**config.mk**
```make
export PLATFORM = sky130hd
export DESIGN_NAME = usbh_irq_status
export DESIGN_NICKNAME = d
export VERILOG_FILES = /design/src/rtl/usbh_irq_pkg.sv /design/src/rtl/usbh_sync2.sv /design/src/rtl/usbh_line_filter.sv /design/src/rtl/usbh_flag_bank.sv /design/src/rtl/usbh_irq_status.sv
export SDC_FILE = /design/constraint.sdc
export NUM_CORES = 1
export LEC_CHECK = 0
export ABC_AREA = 1
export ABC_CLOCK_PERIOD_IN_PS = 2400
export BUFFER_PORTS_ARGS = -buffer_cell sky130_fd_sc_hd__clkbuf_2
export CELL_PAD_IN_SITES_DETAIL_PLACEMENT = 1
export CELL_PAD_IN_SITES_GLOBAL_PLACEMENT = 1
export CORE_ASPECT_RATIO = 1.1
export CORE_MARGIN = 2
export CORE_UTILIZATION = 36
export CTS_CLUSTER_SIZE = 28
export DETAILED_ROUTE_END_ITERATION = 12
export PLACE_DENSITY = 0.87
export SLEW_MARGIN = 20
export SYNTH_ARGS = -nofsm -noshare
export SYNTH_HDL_FRONTEND = slang
export SYNTH_SLANG_ARGS = --single-unit
```
**constraint.sdc**
```tcl
create_clock -name clk -period 2.4 [get_ports clk]
set_input_delay 0.24 -clock clk [delete_from_list [all_inputs] [get_ports clk]]
set_output_delay 0.24 -clock clk [all_outputs]
set_load 0.005 [all_outputs]
```
**src/rtl/usbh_irq_pkg.sv**
```systemverilog
package usbh_irq_pkg;
  // Status byte bit positions (software decodes these)
  localparam int unsigned POS_DONE_A = 0;
  localparam int unsigned POS_DONE_B = 1;
  localparam int unsigned POS_FRAME  = 4;
  localparam int unsigned POS_ATTACH = 5;
  localparam int unsigned POS_DEV    = 6;
  localparam int unsigned POS_DPLUS  = 7;

  // Sticky flag indices inside the latch bank
  localparam int unsigned FLG_DONE_A = 0;
  localparam int unsigned FLG_DONE_B = 1;
  localparam int unsigned FLG_FRAME  = 2;
  localparam int unsigned FLG_ATTACH = 3;
  localparam int unsigned FLG_RESUME = 4;
  localparam int unsigned NUM_FLAGS  = 5;

  localparam logic [7:0] STATUS_ADDR = 8'h0D;
endpackage

```
**src/rtl/usbh_sync2.sv**
```systemverilog
module usbh_sync2 #(
  parameter int unsigned W = 1,
  parameter logic [W-1:0] RST_VAL = '0
) (
  input  logic         clk,
  input  logic         rst_n,
  input  logic [W-1:0] d,
  output logic [W-1:0] q
);
  logic [W-1:0] meta_q;

  always_ff @(posedge clk or negedge rst_n) begin
    if (!rst_n) begin
      meta_q <= RST_VAL;
      q      <= RST_VAL;
    end else begin
      meta_q <= d;
      q      <= meta_q;
    end
  end
endmodule

```
**src/rtl/usbh_line_filter.sv**
```systemverilog
module usbh_line_filter #(
  parameter int unsigned CW = 8
) (
  input  logic          clk,
  input  logic          rst_n,
  input  logic          line_i,
  input  logic [CW-1:0] len_i,
  output logic          state_o,
  output logic          flip_o
);
  logic [CW-1:0] cnt_q;
  logic [CW-1:0] len_eff;
  logic          differs;

  assign len_eff = (len_i == '0) ? {{(CW-1){1'b0}}, 1'b1} : len_i;
  assign differs = (line_i != state_o);
  assign flip_o  = differs && (cnt_q == len_eff - 1'b1);

  always_ff @(posedge clk or negedge rst_n) begin
    if (!rst_n) begin
      state_o <= 1'b1;
      cnt_q   <= '0;
    end else begin
      if (flip_o) state_o <= line_i;
      if (!differs || flip_o) cnt_q <= '0;
      else cnt_q <= cnt_q + 1'b1;
    end
  end

  AST_STATE_NEEDS_FLIP: assert property (@(posedge clk) disable iff (!rst_n)
    (state_o != $past(state_o)) |-> $past(flip_o));
  AST_FLIP_TAKES_LINE: assert property (@(posedge clk) disable iff (!rst_n)
    flip_o |=> (state_o == $past(line_i)));
endmodule

```
**src/rtl/usbh_flag_bank.sv**
```systemverilog
module usbh_flag_bank #(
  parameter int unsigned N = 5
) (
  input  logic         clk,
  input  logic         rst_n,
  input  logic [N-1:0] set_i,
  input  logic [N-1:0] clr_i,
  input  logic [N-1:0] zap_i,
  output logic [N-1:0] flag_o
);
  for (genvar i = 0; i < N; i++) begin : g_flag
    always_ff @(posedge clk or negedge rst_n) begin
      if (!rst_n)        flag_o[i] <= 1'b0;
      else if (zap_i[i]) flag_o[i] <= 1'b0;
      else               flag_o[i] <= set_i[i] | (flag_o[i] & ~clr_i[i]);
    end

    AST_SET_WINS: assert property (@(posedge clk) disable iff (!rst_n)
      (set_i[i] && !zap_i[i]) |=> flag_o[i]);
    AST_W1C_DROPS: assert property (@(posedge clk) disable iff (!rst_n)
      (clr_i[i] && !set_i[i]) |=> !flag_o[i]);
    AST_FLAG_HOLDS: assert property (@(posedge clk) disable iff (!rst_n)
      (!set_i[i] && !clr_i[i] && !zap_i[i]) |=> (flag_o[i] == $past(flag_o[i])));
  end
endmodule

```
**src/rtl/usbh_irq_status.sv**
```systemverilog
module usbh_irq_status
  import usbh_irq_pkg::*;
#(
  parameter int unsigned LEN_W = 8
) (
  input  logic             clk,
  input  logic             rst_n,
  input  logic             wr_en,
  input  logic [7:0]       wr_addr,
  input  logic [7:0]       wr_data,
  input  logic             line_se0,
  input  logic             dplus,
  input  logic             done_a,
  input  logic             done_b,
  input  logic             sof_tick,
  input  logic             resume_pulse,
  input  logic             resume_mode,
  input  logic [LEN_W-1:0] stable_len,
  input  logic [7:0]       irq_mask,
  output logic [7:0]       stat_byte,
  output logic             irq
);
  logic [1:0]           sync_q;
  logic                 line_s, dplus_s;
  logic                 line_state, line_flip;
  logic [7:0]           clr_byte;
  logic [NUM_FLAGS-1:0] set_v, clr_v, zap_v, flags;
  logic [7:0]           sticky;

  usbh_sync2 #(.W(2), .RST_VAL(2'b10)) u_sync (
    .clk(clk), .rst_n(rst_n), .d({line_se0, dplus}), .q(sync_q)
  );
  assign line_s  = sync_q[1];
  assign dplus_s = sync_q[0];

  usbh_line_filter #(.CW(LEN_W)) u_filt (
    .clk(clk), .rst_n(rst_n), .line_i(line_s), .len_i(stable_len),
    .state_o(line_state), .flip_o(line_flip)
  );

  assign clr_byte = (wr_en && wr_addr == STATUS_ADDR) ? wr_data : 8'h00;

  always_comb begin
    set_v = '0;
    clr_v = '0;
    zap_v = '0;
    set_v[FLG_DONE_A] = done_a;
    set_v[FLG_DONE_B] = done_b;
    set_v[FLG_FRAME]  = sof_tick;
    set_v[FLG_ATTACH] = line_flip;
    set_v[FLG_RESUME] = resume_pulse & resume_mode;
    clr_v[FLG_DONE_A] = clr_byte[POS_DONE_A];
    clr_v[FLG_DONE_B] = clr_byte[POS_DONE_B];
    clr_v[FLG_FRAME]  = clr_byte[POS_FRAME];
    clr_v[FLG_ATTACH] = clr_byte[POS_ATTACH];
    clr_v[FLG_RESUME] = clr_byte[POS_DEV];
    zap_v[FLG_RESUME] = ~resume_mode;
  end

  usbh_flag_bank #(.N(NUM_FLAGS)) u_bank (
    .clk(clk), .rst_n(rst_n), .set_i(set_v), .clr_i(clr_v), .zap_i(zap_v),
    .flag_o(flags)
  );

  always_comb begin
    sticky             = 8'h00;
    sticky[POS_DONE_A] = flags[FLG_DONE_A];
    sticky[POS_DONE_B] = flags[FLG_DONE_B];
    sticky[POS_FRAME]  = flags[FLG_FRAME];
    sticky[POS_ATTACH] = flags[FLG_ATTACH];
    sticky[POS_DEV]    = resume_mode & flags[FLG_RESUME];
    stat_byte           = sticky;
    stat_byte[POS_DEV]  = resume_mode ? flags[FLG_RESUME] : line_state;
    stat_byte[POS_DPLUS] = dplus_s;
  end

  assign irq = |(sticky & irq_mask);

  AST_RSV_ZERO: assert property (@(posedge clk) disable iff (!rst_n)
    stat_byte[3:2] == 2'b00);
  AST_DPLUS_LIVE: assert property (@(posedge clk) disable iff (!rst_n)
    stat_byte[POS_DPLUS] == sync_q[0]);
  AST_PRESENCE_LIVE: assert property (@(posedge clk) disable iff (!rst_n)
    !resume_mode |-> (stat_byte[POS_DEV] == line_state));
  AST_IRQ_NEEDS_FLAG: assert property (@(posedge clk) disable iff (!rst_n)
    irq |-> (flags != '0));
endmodule

```
==> impl_metrics.env <==
export IMPL_cts_max_level=1
export IMPL_root_buffer="clkbuf_4"
export IMPL_skew_ns=0.00439
export IMPL_grt_usage_pct=16.2
export IMPL_yosys_area_share_simple_pct=34.4
export IMPL_p_comb_share_pct=29.5
export IMPL_antenna_cells=0
export IMPL_synthTopCellsByArea="dfrtp_1 (31%), nand2_1 (7.3%), dfstp_2 (6.4%)"
export IMPL_routabilityCongestion=0.730
export IMPL_yosysMostFrequentCell="nand2_1"
export IMPL_finish_utilization_pct=45.0
export IMPL_netlist_top_cells_count="nand2_1 (24), inv_1 (17), dfrtp_1 (15)"
export IMPL_core_region_area_um2=3300
export IMPL_port_buffers=42
export IMPL_vias_per_cell=4.69
export IMPL_synth_top_family_by_area="simple AND/OR/NAND/NOR gates"
export IMPL_cts_sinks=18
export IMPL_grtUsageMet3_pct=0.591
export IMPL_min_path_type="in -> reg"
export IMPL_grt_busiest_layer="met2"
export IMPL_fmaxAchievable_mhz=596
export IMPL_ys_seq_area_share_pct=37.0
export IMPL_placedInstanceArea_um2=1440
export IMPL_die_w_um=59.7
export IMPL_syn_avg_cell_area_um2=8.35
export IMPL_p_int_w=0.000531
export IMPL_drt_iter0_drc=14
export IMPL_drive_gt1_share_pct=41.8
export IMPL_worstPathRequired_ns=2.58
export IMPL_yosysTopAreaCell="dfrtp_1"
export IMPL_final_cell_area_um2=1490
export IMPL_regToRegSetupSlack_ns=0.90
export IMPL_dieArea_um2=3890
export IMPL_routedWlPerCell_um=12.2
export IMPL_cp_endpoint="u_filt.cnt_q[2]$_DFF_PN0_"
export IMPL_synth_adder_area_share_pct=2.04
export IMPL_yosys_area_top_type_share_pct=30.6
export IMPL_met2_usage_pct=28.8
export IMPL_synth_cell_types=28
export IMPL_clk_pin_slew_ns=0.10
export IMPL_dp_hpwl_um=2400
export IMPL_cts_path_max_buffers=2
export IMPL_clock_latency_ns=0.29
export IMPL_grt_met1_usage_pct=19.6
export IMPL_ys_warn_count=0
export IMPL_yosys_area_share_xor_xnor_pct=9.99
export IMPL_grt_pass1_wl_um=4770
export IMPL_r2r_start="u_filt.cnt_q[2]$_DFF_PN0_"
export IMPL_r2r_worst_path_cells=7
export IMPL_synth_seq_cells=18
export IMPL_io_pins=51
export IMPL_vias=1056
export IMPL_cts_buffers=3
export IMPL_final_cells=225
export IMPL_rows=22
export IMPL_drc=0
export IMPL_finalNetCount=234
export IMPL_synthMuxAreaShare_pct=0
export IMPL_crit_path_start_kind="input pin"
export IMPL_rsz0062_at_grt="false"
export IMPL_total_power_w=0.000794
export IMPL_dr_pass1_iters=4
export IMPL_pwr_share_seq_pct=47.6
export IMPL_post_route_period_util_pct=69.9
export IMPL_grt_max_degree=19
export IMPL_start_util_pct=37.2
export IMPL_status="complete, no violations"
export IMPL_synth_edf_count=0
export IMPL_synth_top_flop_cell="dfrtp_1"
export IMPL_gr_total_overflow=0
export IMPL_antenna_found_initial=0
export IMPL_crit_start="stable_len[3]"
export IMPL_setup_viol=0
export IMPL_async_flop_share_pct=100
export IMPL_drv_cap=0
export IMPL_dp_cells=220
export IMPL_cts_setup_buffers=0
export IMPL_pwr_share_clk_pct=22.9
export IMPL_end_kind="register"
export IMPL_p_sw_w=0.000262
export IMPL_crit_type="in -> reg"
export IMPL_synth_compound_area_share_pct=5.30
export IMPL_ir_worst_vdd_mv=0.284
export IMPL_cts_tree="done"
export IMPL_area_growth_pct=21.2
export IMPL_rr_endpoint="u_filt.cnt_q[2]$_DFF_PN0_"
export IMPL_drv_slew=0
export IMPL_hold_viol_final=0
export IMPL_power_density_nw_per_um2=534
export IMPL_drt_wl_total_um=2750
export IMPL_die_y_um=65.2
export IMPL_syn_area_um2=1230
export IMPL_crit_arrival_ns=1.86
export IMPL_cp_max_fo=8
export IMPL_grt_pass1_vias=1085
export IMPL_min_period_ns=1.68
export IMPL_syn_inst=147
export IMPL_drtAntennaViolNets=0
export IMPL_leakage_nw=0.747
export IMPL_swShare_pct=33.1
export IMPL_fin_setup_tns_ns=0
[critical path, stage by stage]
cell      delay [ns]
clkbuf_2        0.12
inv_2           0.07
nand2_2         0.06
nor2_4          0.13
nand2_4         0.09
nand2_2         0.07
inv_1           0.05
ha_1            0.23
nand3_1         0.12
xnor2_1         0.15
nand3_2         0.12
nor2_4          0.17
nand2_4         0.09
nand2_8         0.11
nor2_2          0.05
[power by group through the flow]
stage	Clock (W)	Combinational, W	Sequential, W
after floorplan	0	0.000171	0.000372
after global placement	0	0.000223	0.000381
after detailed placement	0	0.000236	0.000384
after CTS	0.000190	0.000241	0.000378
after global routing	0.000203	0.000264	0.000383
final	0.000182	0.000234	0.000378
[how the worst min path moves through the flow]
| stage | start | end | slack [ns] | cells after the start |
|---|---|---|---|---|
| after floorplan | rst_n | u_bank.flag_o[0]$_DFF_PN0_ | -0.06 | 0 |
| after global placement | rst_n | u_filt.cnt_q[7]$_DFF_PN0_ | 0.19 | 1 |
| after detailed placement | rst_n | u_filt.cnt_q[5]$_DFF_PN0_ | 0.20 | 1 |
| after CTS | line_se0 | u_sync.meta_q[1]$_DFF_PN1_ | 0.01 | 1 |
| after global routing | line_se0 | u_sync.meta_q[1]$_DFF_PN1_ | 0.005 | 1 |
| final | line_se0 | u_sync.meta_q[1]$_DFF_PN1_ | 0.03 | 1 |
[registers in the layout, indices dropped and copies added, names as in the netlist]
register	count
u_filt.cnt_q	8
u_bank.flag_o	5
u_sync.meta_q	2
u_sync.q	2
u_filt.state_o	1
[what timing repair did]
| action | CTS | global route |
|---|---|---|
| gates resized for setup | 0 | 0 |
| hold buffers | 1 | 0 |
| endpoints found under the hold margin | 15 | 0 |
[cell type report]
cell class / instances / area (um2)
clock buffer: 4 / 36.3
fill: 435 / 1820
inverter: 24 / 90.1
multi-input combinational: 100 / 642
sequential: 18 / 454
tap: 36 / 45.0
timing repair buffer: 43 / 220
[cells by family after synthesis]
group,Yosys count
xor gates and xnor gates,14
DFF,18
AOI/OAI and AO/OA,10
adders and majority gates,2
buffers and inverters,30
other,1
and+or+nand+nor,72
[placed cells by master (no fill, tap or decap)]
master         count
clkbuf_2          42
nand2_1           24
inv_1             17
dfrtp_1           15
nor2_2            11
nand3_1           11
xor2_1             8
nand4_1            7
inv_2              6
xnor2_1            6
nand2_2            5
o21ai_0            4
nor2_4             3
nor2_1             3
a21o_1             3
clkbuf_4           3
dfstp_2            3
nand2_4            2
nor3_1             2
ha_1               2
conb_1             2
clkinv_1           1
nand3_2            1
nand3_4            1
nand2_8            1
a22o_1             1
a221oi_1           1
nor3b_1            1
a21oi_1            1
clkbuf_8           1
dlygate4sd3_1      1
[stage by stage]
step                      hold WS (ns)  setup slack (ns)
after detailed placement         0.204             0.382
after CTS                       0.0134             0.698
after global routing           0.00451             0.557
after global placement           0.192             0.458
final                           0.0260             0.722
after floorplan                -0.0556             0.753
[routing by layer]
| layer | vias up | routed length [um] |
|---|---|---|
| met5 | - | 0 |
| met4 | 0 | 42 |
| met3 | 2 | 54 |
| met2 | 17 | 1550 |
| met1 | 499 | 1110 |
| li1 | 538 | - |
No activity file was read; power rests on OpenSTA's default activity.
